===== src/rtl/cmp_pkg.sv =====
// Package: shared widths and the read-source encoding for the compare channel.
// Assumes the timer width is a whole multiple of the byte width.
package cmp_pkg;
    parameter int unsigned TMR_W  = 16;
    parameter int unsigned BYTE_W = 8;

    typedef enum logic {
        RD_PIN    = 1'b0,
        RD_SHADOW = 1'b1
    } rd_src_e;
endpackage


===== src/rtl/cmp_regfile.sv =====
// Compare register built from independently written bytes.
// Does: byte i of the register loads wdata when we[i] is high. Reset clears every byte.
// Assumes: W is a multiple of BW.
module cmp_regfile #(
    parameter int unsigned W  = 16,
    parameter int unsigned BW = 8
) (
    input  logic                clk,
    input  logic                rst_n,
    input  logic [W/BW-1:0]     we,
    input  logic [BW-1:0]       wdata,
    output logic [W-1:0]        value
);
    localparam int unsigned NB = W / BW;

    for (genvar i = 0; i < NB; i++) begin : g_byte
        logic [BW-1:0] byte_q;

        // Load one byte of the compare value on its own enable.
        always_ff @(posedge clk) begin
            if (!rst_n)
                byte_q <= '0;
            else if (we[i])
                byte_q <= wdata;
        end

        assign value[i*BW +: BW] = byte_q;
    end
endmodule


===== src/rtl/cmp_comparator.sv =====
// Equality comparator producing the compare signal.
// Does: asserts hit while enabled and both operands are equal. The path is purely combinational.
// Assumes: the operands are stable for the setup time before each edge.
module cmp_comparator #(
    parameter int unsigned W = 16
) (
    input  logic [W-1:0] a,
    input  logic [W-1:0] b,
    input  logic         en,
    output logic         hit
);
    // Gate the equality result with the channel enable.
    always_comb hit = en && (a == b);
endmodule


===== src/rtl/port_dlatch.sv =====
// Double-latch port bit: shadow stage plus output stage.
// Does: writes always reach the shadow. The output stage loads on a match, taking write data
// when a write coincides with the match and the shadow otherwise. With compare disabled,
// a write loads both stages at once.
// Assumes: hit is already gated by the enable.
module port_dlatch (
    input  logic clk,
    input  logic rst_n,
    input  logic cmp_en,
    input  logic hit,
    input  logic wr,
    input  logic wdata,
    output logic shadow_q,
    output logic out_q
);
    logic shadow_d;
    logic out_d;

    // Next shadow value: any write lands here.
    always_comb shadow_d = wr ? wdata : shadow_q;

    // Next output value: transparent on a match, plain latch when compare is off.
    always_comb begin
        out_d = out_q;
        if (hit)
            out_d = shadow_d;
        else if (!cmp_en && wr)
            out_d = wdata;
    end

    // Register both stages. Reset drives both to the idle-high level.
    always_ff @(posedge clk) begin
        if (!rst_n) begin
            shadow_q <= 1'b1;
            out_q    <= 1'b1;
        end else begin
            shadow_q <= shadow_d;
            out_q    <= out_d;
        end
    end
endmodule


===== src/rtl/cmp_out_channel.sv =====
// Top: compare-match output channel with shadow latch.
// Does: compares an external timer against a byte-loaded compare register and updates the
// pin from a shadow latch on a match. Two read paths are offered: shadow and pin.
// Assumes: the timer is free running and supplied from outside; synchronous active-low reset.
module cmp_out_channel
    import cmp_pkg::*;
#(
    parameter int unsigned TW = cmp_pkg::TMR_W,
    parameter int unsigned BW = cmp_pkg::BYTE_W
) (
    input  logic              clk,
    input  logic              rst_n,
    input  logic [TW-1:0]     timer_val,
    input  logic              cmp_en,
    input  logic [TW/BW-1:0]  cmp_byte_we,
    input  logic [BW-1:0]     cmp_wdata,
    input  logic              port_wr,
    input  logic              port_wdata,
    input  logic              rd_rmw,
    output logic              rd_data,
    output logic              match_o,
    output logic              pin_out
);
    logic [TW-1:0] cmp_q;
    logic          shadow_q;
    rd_src_e       rd_src;

    cmp_regfile #(.W(TW), .BW(BW)) u_reg (
        .clk   (clk),
        .rst_n (rst_n),
        .we    (cmp_byte_we),
        .wdata (cmp_wdata),
        .value (cmp_q)
    );

    cmp_comparator #(.W(TW)) u_cmp (
        .a   (timer_val),
        .b   (cmp_q),
        .en  (cmp_en),
        .hit (match_o)
    );

    port_dlatch u_port (
        .clk      (clk),
        .rst_n    (rst_n),
        .cmp_en   (cmp_en),
        .hit      (match_o),
        .wr       (port_wr),
        .wdata    (port_wdata),
        .shadow_q (shadow_q),
        .out_q    (pin_out)
    );

    // Select the read source: shadow for read-modify-write, pin for plain reads.
    always_comb begin
        rd_src  = rd_src_e'(rd_rmw);
        rd_data = (rd_src == RD_SHADOW) ? shadow_q : pin_out;
    end
endmodule


===== config.mk =====
export PLATFORM = sky130hd
export DESIGN_NAME = cmp_out_channel
export DESIGN_NICKNAME = d
export VERILOG_FILES = /design/src/rtl/cmp_pkg.sv /design/src/rtl/cmp_regfile.sv /design/src/rtl/cmp_comparator.sv /design/src/rtl/port_dlatch.sv /design/src/rtl/cmp_out_channel.sv
export SDC_FILE = /design/constraint.sdc
export NUM_CORES = 1
export LEC_CHECK = 0
export BUFFER_PORTS_ARGS = -buffer_cell sky130_fd_sc_hd__buf_4
export CAP_MARGIN = 20
export CORE_ASPECT_RATIO = 1.5
export CORE_UTILIZATION = 45
export DETAILED_ROUTE_END_ITERATION = 6
export GPL_TIMING_DRIVEN = 0
export PLACE_DENSITY = 0.75
export SLEW_MARGIN = 20
export SYNTH_ARGS = -nofsm -noshare
export SYNTH_HDL_FRONTEND = slang
export SYNTH_SLANG_ARGS = --single-unit

===== constraint.sdc =====
create_clock -name clk -period 1.7 [get_ports clk]
set_input_delay 0 -clock clk [delete_from_list [all_inputs] [get_ports clk]]
set_output_delay 0 -clock clk [all_outputs]
set_load 0.02 [all_outputs]

==> run metrics, run 1 <==
clock latency at the later pin of the worst-skew pair=0.29 ns; Die Span Y=~56 um; DR pass1 iterations=3; full die area=about 0.0021 mm2; Non-Filler Instances=150; CTS H-tree depth=1; drt drc=0; maximum clock path buffer count=2; capturing element type of the critical path=primary output; CTS clock-pin slew for the worst setup and hold paths=~0.11 ns; Net Count, Synth=114; ant diodes=0; WL/cell=approximately 12 um; total wire length=1799 um; synthesized flop and latch total=18; hold path start=cmp_en; largest net degree at the start of global routing=11; Compound-Gate Fraction of Synth Area=0%; I/O pins=35; Yosys warning count=0; 1st-iter DRT viols=7; Post-Route M1 WL=742 um; Data required, critical path=1.70 ns; gr ovfl total=0; CTS Buf Count=3; share of layout cells above drive strength 1=30.23%; reg2reg end=u_port.out_q; die extent in x=38.07 um; GRT Util Overall=a little under a fifth; post-synthesis mux area share=a little under a quarter; max-cap violation count=0; Core Region=0.001831 mm2; Setup Buffers After CTS=0; xor and xnor area share after synthesis=15.95%; actual slew at the worst max-slew pin=roughly 0.6 ns; post-synthesis cell type count=12; Clock Sinks=18; synthesized-area fraction occupied by and/or/nand/nor cells=about a fifth; P_leak=between 0.5 and 0.6 nW; vias in the first global route=between 700 and 800; Tmin final=1.609 ns; via count=~720; register area share after synthesis=around two fifths; Syn Inst Count=between 80 and 90; FF-to-FF Start=u_reg.g_byte[0].byte_q[4]; worst slew margin relative to its limit=between 50% and 60%; dpl ws=between 0.08 and 0.09 ns; GP Congestion=about 0.72; final hold vios=0; RSZ-0062 raised after global routing=yes; Hold Path End=u_port.out_q; maximum VDD drop=~0.00076 V; DR top layer=met4; CTS tree=built; final instance area=0.001292 mm2; Worst R2R Path Depth=5; Setup crit start kind=flip-flop; FMAX=0.6214 GHz; # rows=19; Reg2Reg Setup Slack=~0.12 ns; Arr. time, crit path=approximately 1.6 ns; HP Class=in2reg; met3 wire len=between 70 and 80 um; status=complete, no violations; Post-DRT Antenna Nets=0; Starting Density=approximately 48%; synthesis-to-finish area growth=47.15%; Via density=approximately 4.8; synthesized area per cell=~11 um2; Post-Place Cell Area=roughly 0.0011 mm2; Worst Skew=around 0.0073 ns; dpl hpwl=between 1000 and 1500 um; Slew Viols, Final=0; cell area after synthesis=between 800 and 900 um2; worst setup margin=between 0.09 and 0.1 ns; count of final setup violators=0; WHS Path Cells=5; port bufs=32; kind of critical path=reg2out; fin nets=around 160; Post-Synth Adder-Cell Area=0%; Fillers=152; main combinational cell family by area after synthesis=multiplexers; initial antenna violation count=0; period utilisation layout=between 90% and 100%; root buffer cell=clkbuf_4; met2 WL=961 um; first-pass GRT wire length=about 2900 um; PD cells=a little over 700 mW/mm2; CP Max Fanout=2; placed cells=approximately 140
[cell families (layout without fill, tap and decap cells)]
family / count (synthesis) / in the layout
DFF: 18 / 18
and+or+nand+nor: 25 / 25
xor gates and xnor gates: 16 / 16
buffers and inverters: 3 / 50
muxes: 20 / 20
[registers in the layout, summed over array words and instances, names as in the netlist]
| signal | count |
|---|---|
| u_port.out_q | 1 |
| u_reg.g_byte.byte_q | 16 |
| u_port.shadow_q | 1 |
[how the worst max path moves through the flow]
stage,start,endpoint,slack (ns),depth (start not counted)
after CTS,u_reg.g_byte[0].byte_q[2],match_o,0.03,5
after detailed placement,u_reg.g_byte[0].byte_q[2],u_port.out_q,0.08,5
after global routing,u_reg.g_byte[0].byte_q[2],match_o,-0.03,5
after floorplan,u_reg.g_byte[0].byte_q[2],u_port.out_q,0.05,5
final,u_reg.g_byte[0].byte_q[4],match_o,0.09,5
after global placement,u_reg.g_byte[0].byte_q[2],u_port.out_q,0.08,5
[worst max-delay path, cell delays in order (launching register included)]
cell     delay, ns
dfxtp_1       0.34
xor2_1        0.15
nor4_1        0.28
nand4_1       0.18
nor4_4        0.19
buf_4         0.19
[synthesized netlist by cell type]
cell type | count | area share [%]
mux2_1 | 1 | 1.3
xor2_1 | 4 | 4.0
mux2_2 | 1 | 1.3
nor2b_1 | 17 | 12
dfxtp_1 | 18 | 41
nor4_4 | 1 | 2.4
xnor2_1 | 12 | 12
nand2_1 | 3 | 1.3
clkbuf_1 | 3 | 1.3
mux2i_1 | 18 | 21
nand4_1 | 3 | 2.1
nor4_1 | 1 | 0.71
[routing by layer]
metal | global-route usage, % | up-vias
met5 | 0 | -
met4 | 6.122 | 0
met3 | 3.600 | 2
met2 | 33.90 | 21
met1 | 21.17 | 325
li1 | - | 369
[area by class of cell]
| type | count | area [um2] | share of cell area (%) |
|---|---|---|---|
| Buffer | 3 | 11.26 | 0.8712 |
| Clock buffer | 4 | 36.28 | 2.807 |
| Multi-Input combinational cell | 61 | 506.7 | 39.21 |
| Sequential cell | 18 | 361.6 | 27.98 |
| Tap cell | 21 | 26.28 | 2.033 |
| Timing Repair Buffer | 43 | 350.3 | 27.11 |
[cells in the final DEF (no fill, tap or decap), drive strengths merged]
cell type | netlist | layout
dlygate4sd3 | 0 | 11
clkbuf | 3 | 7
mux2 | 2 | 2
xor2 | 4 | 4
nand2 | 3 | 3
xnor2 | 12 | 12
dfxtp | 18 | 18
mux2i | 18 | 18
buf | 0 | 32
nor2b | 17 | 17
nor4 | 2 | 2
nand4 | 3 | 3
[power by group]
group          total, mW  internal (mW)  switching [mW]
Combinational      0.194          0.123          0.0708
Clock              0.266          0.130           0.136
Sequential         0.463          0.447          0.0161
Total              0.923          0.700           0.222
[through the flow]
step	hold slack [ns]	utilization, %	total power [mW]	TNS [ns]
4_1_cts	0.1401	70.54	0.9296	0
2_1_floorplan	0.07848	-	0.5654	0
3_5_place_dp	0.2578	62.54	0.6477	0
3_3_place_gp	0.2507	62.54	0.6426	0
5_1_grt	0.1586	70.61	0.9738	-0.02863
6_report	0.1339	70.61	0.9227	0
[what timing repair did]
item	CTS	global route
endpoints found under the setup margin	0	1
hold buffers	11	0
gates resized for setup	0	1
endpoints found under the hold margin	15	0
Power figures use the tool's default switching activity.
==> run 2, diff against run 1 <==
Settings changed: CORE_ASPECT_RATIO 1.5 to 0.75, CORE_MARGIN from default to 3.
Clock period 1.7 ns to 2.1 ns, I/O delays scaled along.
==> run 2 against run 1 <==
Compared with the run above:
- via count grew 2.2%
- hold slack improved by 0.021 ns
- register-to-register slack better by 0.32 ns
- largest power group unchanged
- critical endpoint unchanged
==> run metrics, run 2 (synthesized netlist as in run 1, its figures left out) <==
clock latency at the later pin of the worst-skew pair=0.30 ns; Clock Sinks=18; GRT Util Overall=approximately 16%; fin nets=about 160; initial antenna violation count=0; vias in the first global route=between 700 and 800; maximum VDD drop=~0.00049 V; WHS Path Cells=5; crit-path cells=xor2_1 > nor4_1 > nand4_1 > nor4_4 > buf_4; DR pass1 iterations=4; share of layout cells above drive strength 1=between 20% and 30%; via count=approximately 730; full die area=approximately 0.0025 mm2; Biggest register=u_reg.g_byte.byte_q; ant diodes=0; maximum clock path buffer count=2; worst slew margin relative to its limit=58.41%; CP Depth=5; I/O pins=35; period utilisation layout=~81%; root buffer cell=clkbuf_4; gr ovfl total=0; Non-Filler Instances=151; hold path start=cmp_en; synthesis-to-finish area growth=47.15%; CTS H-tree depth=1; port bufs=32; 1st-iter DRT viols=6; die extent in x=roughly 57 um; largest registers=u_reg.g_byte.byte_q x16, u_port.out_q x1, u_port.shadow_q x1; RSZ-0062 raised after global routing=no; Int Power=approximately 0.57 mW; Slew Viols, Final=0; Post-CTS Resized=0; capturing element type of the critical path=primary output; drt drc=0; CTS Buf Count=3; GP Congestion=0.7048; setup_tns=0 ns; CP top delay family=simple AND/OR/NAND/NOR gates; # rows=13; Worst R2R Path Depth=5; kind of critical path=reg2out; Core Region=about 0.0018 mm2; logic gate share of total power=about a fifth; Setup crit start kind=flip-flop; NetSw=0.1781 mW; count of final setup violators=0; Worst path max stage delay=about 0.33 ns; P_leak=around 0.57 nW; max FFs per register=16; reg2reg end=u_port.out_q; CP bufs+invs=1; FMAX=between 0.5 and 0.6 GHz; commonest cells after routing, fill and taps aside=buf_4 (32), mux2i_1 (18), dfxtp_1 (18); actual slew at the worst max-slew pin=just over 0.6 ns; Die Span Y=44.26 um; PD cells=576.4 mW/mm2; sequential share of power=50.4%; most common cell after layout, fill and taps aside=buf_4; Data required, critical path=around 2.1 ns; Starting Density=49.09%; Reg2Reg Setup Slack=0.44 ns; FF-to-FF Start=u_reg.g_byte[0].byte_q[2]; HP Class=in2reg; total wire length=1893 um; Clk pwr share=around 28%; Setup Buffers After CTS=0; first-pass GRT wire length=roughly 3100 um; Fillers=156; Worst Skew=about 0.0065 ns; switch share=about a quarter; CTS clock-pin slew for the worst setup and hold paths=0.10 ns; WL/cell=12.54 um; Hold-fix buffers, CTS=11; slowest stage cell on the critical path=dfxtp_1; final hold vios=0; max-cap violation count=0; Tmin final=1.708 ns; Min Hold Slack=about 0.15 ns; status=complete, no violations; Hold Path End=u_port.out_q; placed cells=about 140; largest net degree at the start of global routing=11; Via density=slightly below 5; Arr. time, crit path=between 1.5 and 2 ns; CP Max Fanout=2; Post-DRT Antenna Nets=0; CTS tree=built
[run 2: metal layers]
layer  GRT usage, %  vias up  part of all wire [%]
li1               -      375                     -
met1          17.55      333                    42
met2          28.93       23                    50
met3          6.706        2                   7.3
met4          4.167        0                  0.53
met5              0        -                     0
[run 2: how the worst max path moves through the flow]
stage / start / to
2_1_floorplan: u_reg.g_byte[0].byte_q[2] / u_port.out_q
3_3_place_gp: u_reg.g_byte[0].byte_q[2] / u_port.out_q
3_5_place_dp: u_reg.g_byte[0].byte_q[2] / u_port.out_q
4_1_cts: u_reg.g_byte[0].byte_q[2] / match_o
5_1_grt: u_reg.g_byte[0].byte_q[2] / match_o
6_report: u_reg.g_byte[0].byte_q[2] / match_o
[run 2: power by group through the flow]
stage | registers, mW | clock network, mW | logic, mW
2_1_floorplan | 0.381 | 0 | 0.0765
3_5_place_dp | 0.383 | 0 | 0.141
6_report | 0.375 | 0.212 | 0.157
3_3_place_gp | 0.382 | 0 | 0.138
4_1_cts | 0.376 | 0.223 | 0.159
5_1_grt | 0.378 | 0.238 | 0.172
[run 2: cell type report]
type | instances | area (um2) | share of cell area (%)
Multi-Input combinational cell | 61 | 506.7 | 39.21
Tap cell | 22 | 27.53 | 2.130
Buffer | 3 | 11.26 | 0.8712
Timing Repair Buffer | 43 | 350.3 | 27.11
Sequential cell | 18 | 360.3 | 27.88
Clock buffer | 4 | 36.28 | 2.807
[run 2: worst min-delay path: stages]
cell	delay, ns
buf_4	0.08
nor2b_1	0.05
mux2i_1	0.12
nand2_1	0.07
mux2_1	0.11
[run 2: through the flow]
stage,total power [mW],cell area (um2),util (%),setup WS (ns)
floorplan,0.4577,878.3,-,0.3698
global placement,0.5203,1146,64.06,0.4279
detailed placement,0.5242,1146,64.06,0.4382
CTS,0.7576,1292,72.24,0.3629
global route,0.7880,1292,72.24,0.2838
finish,0.7450,1292,72.24,0.3922
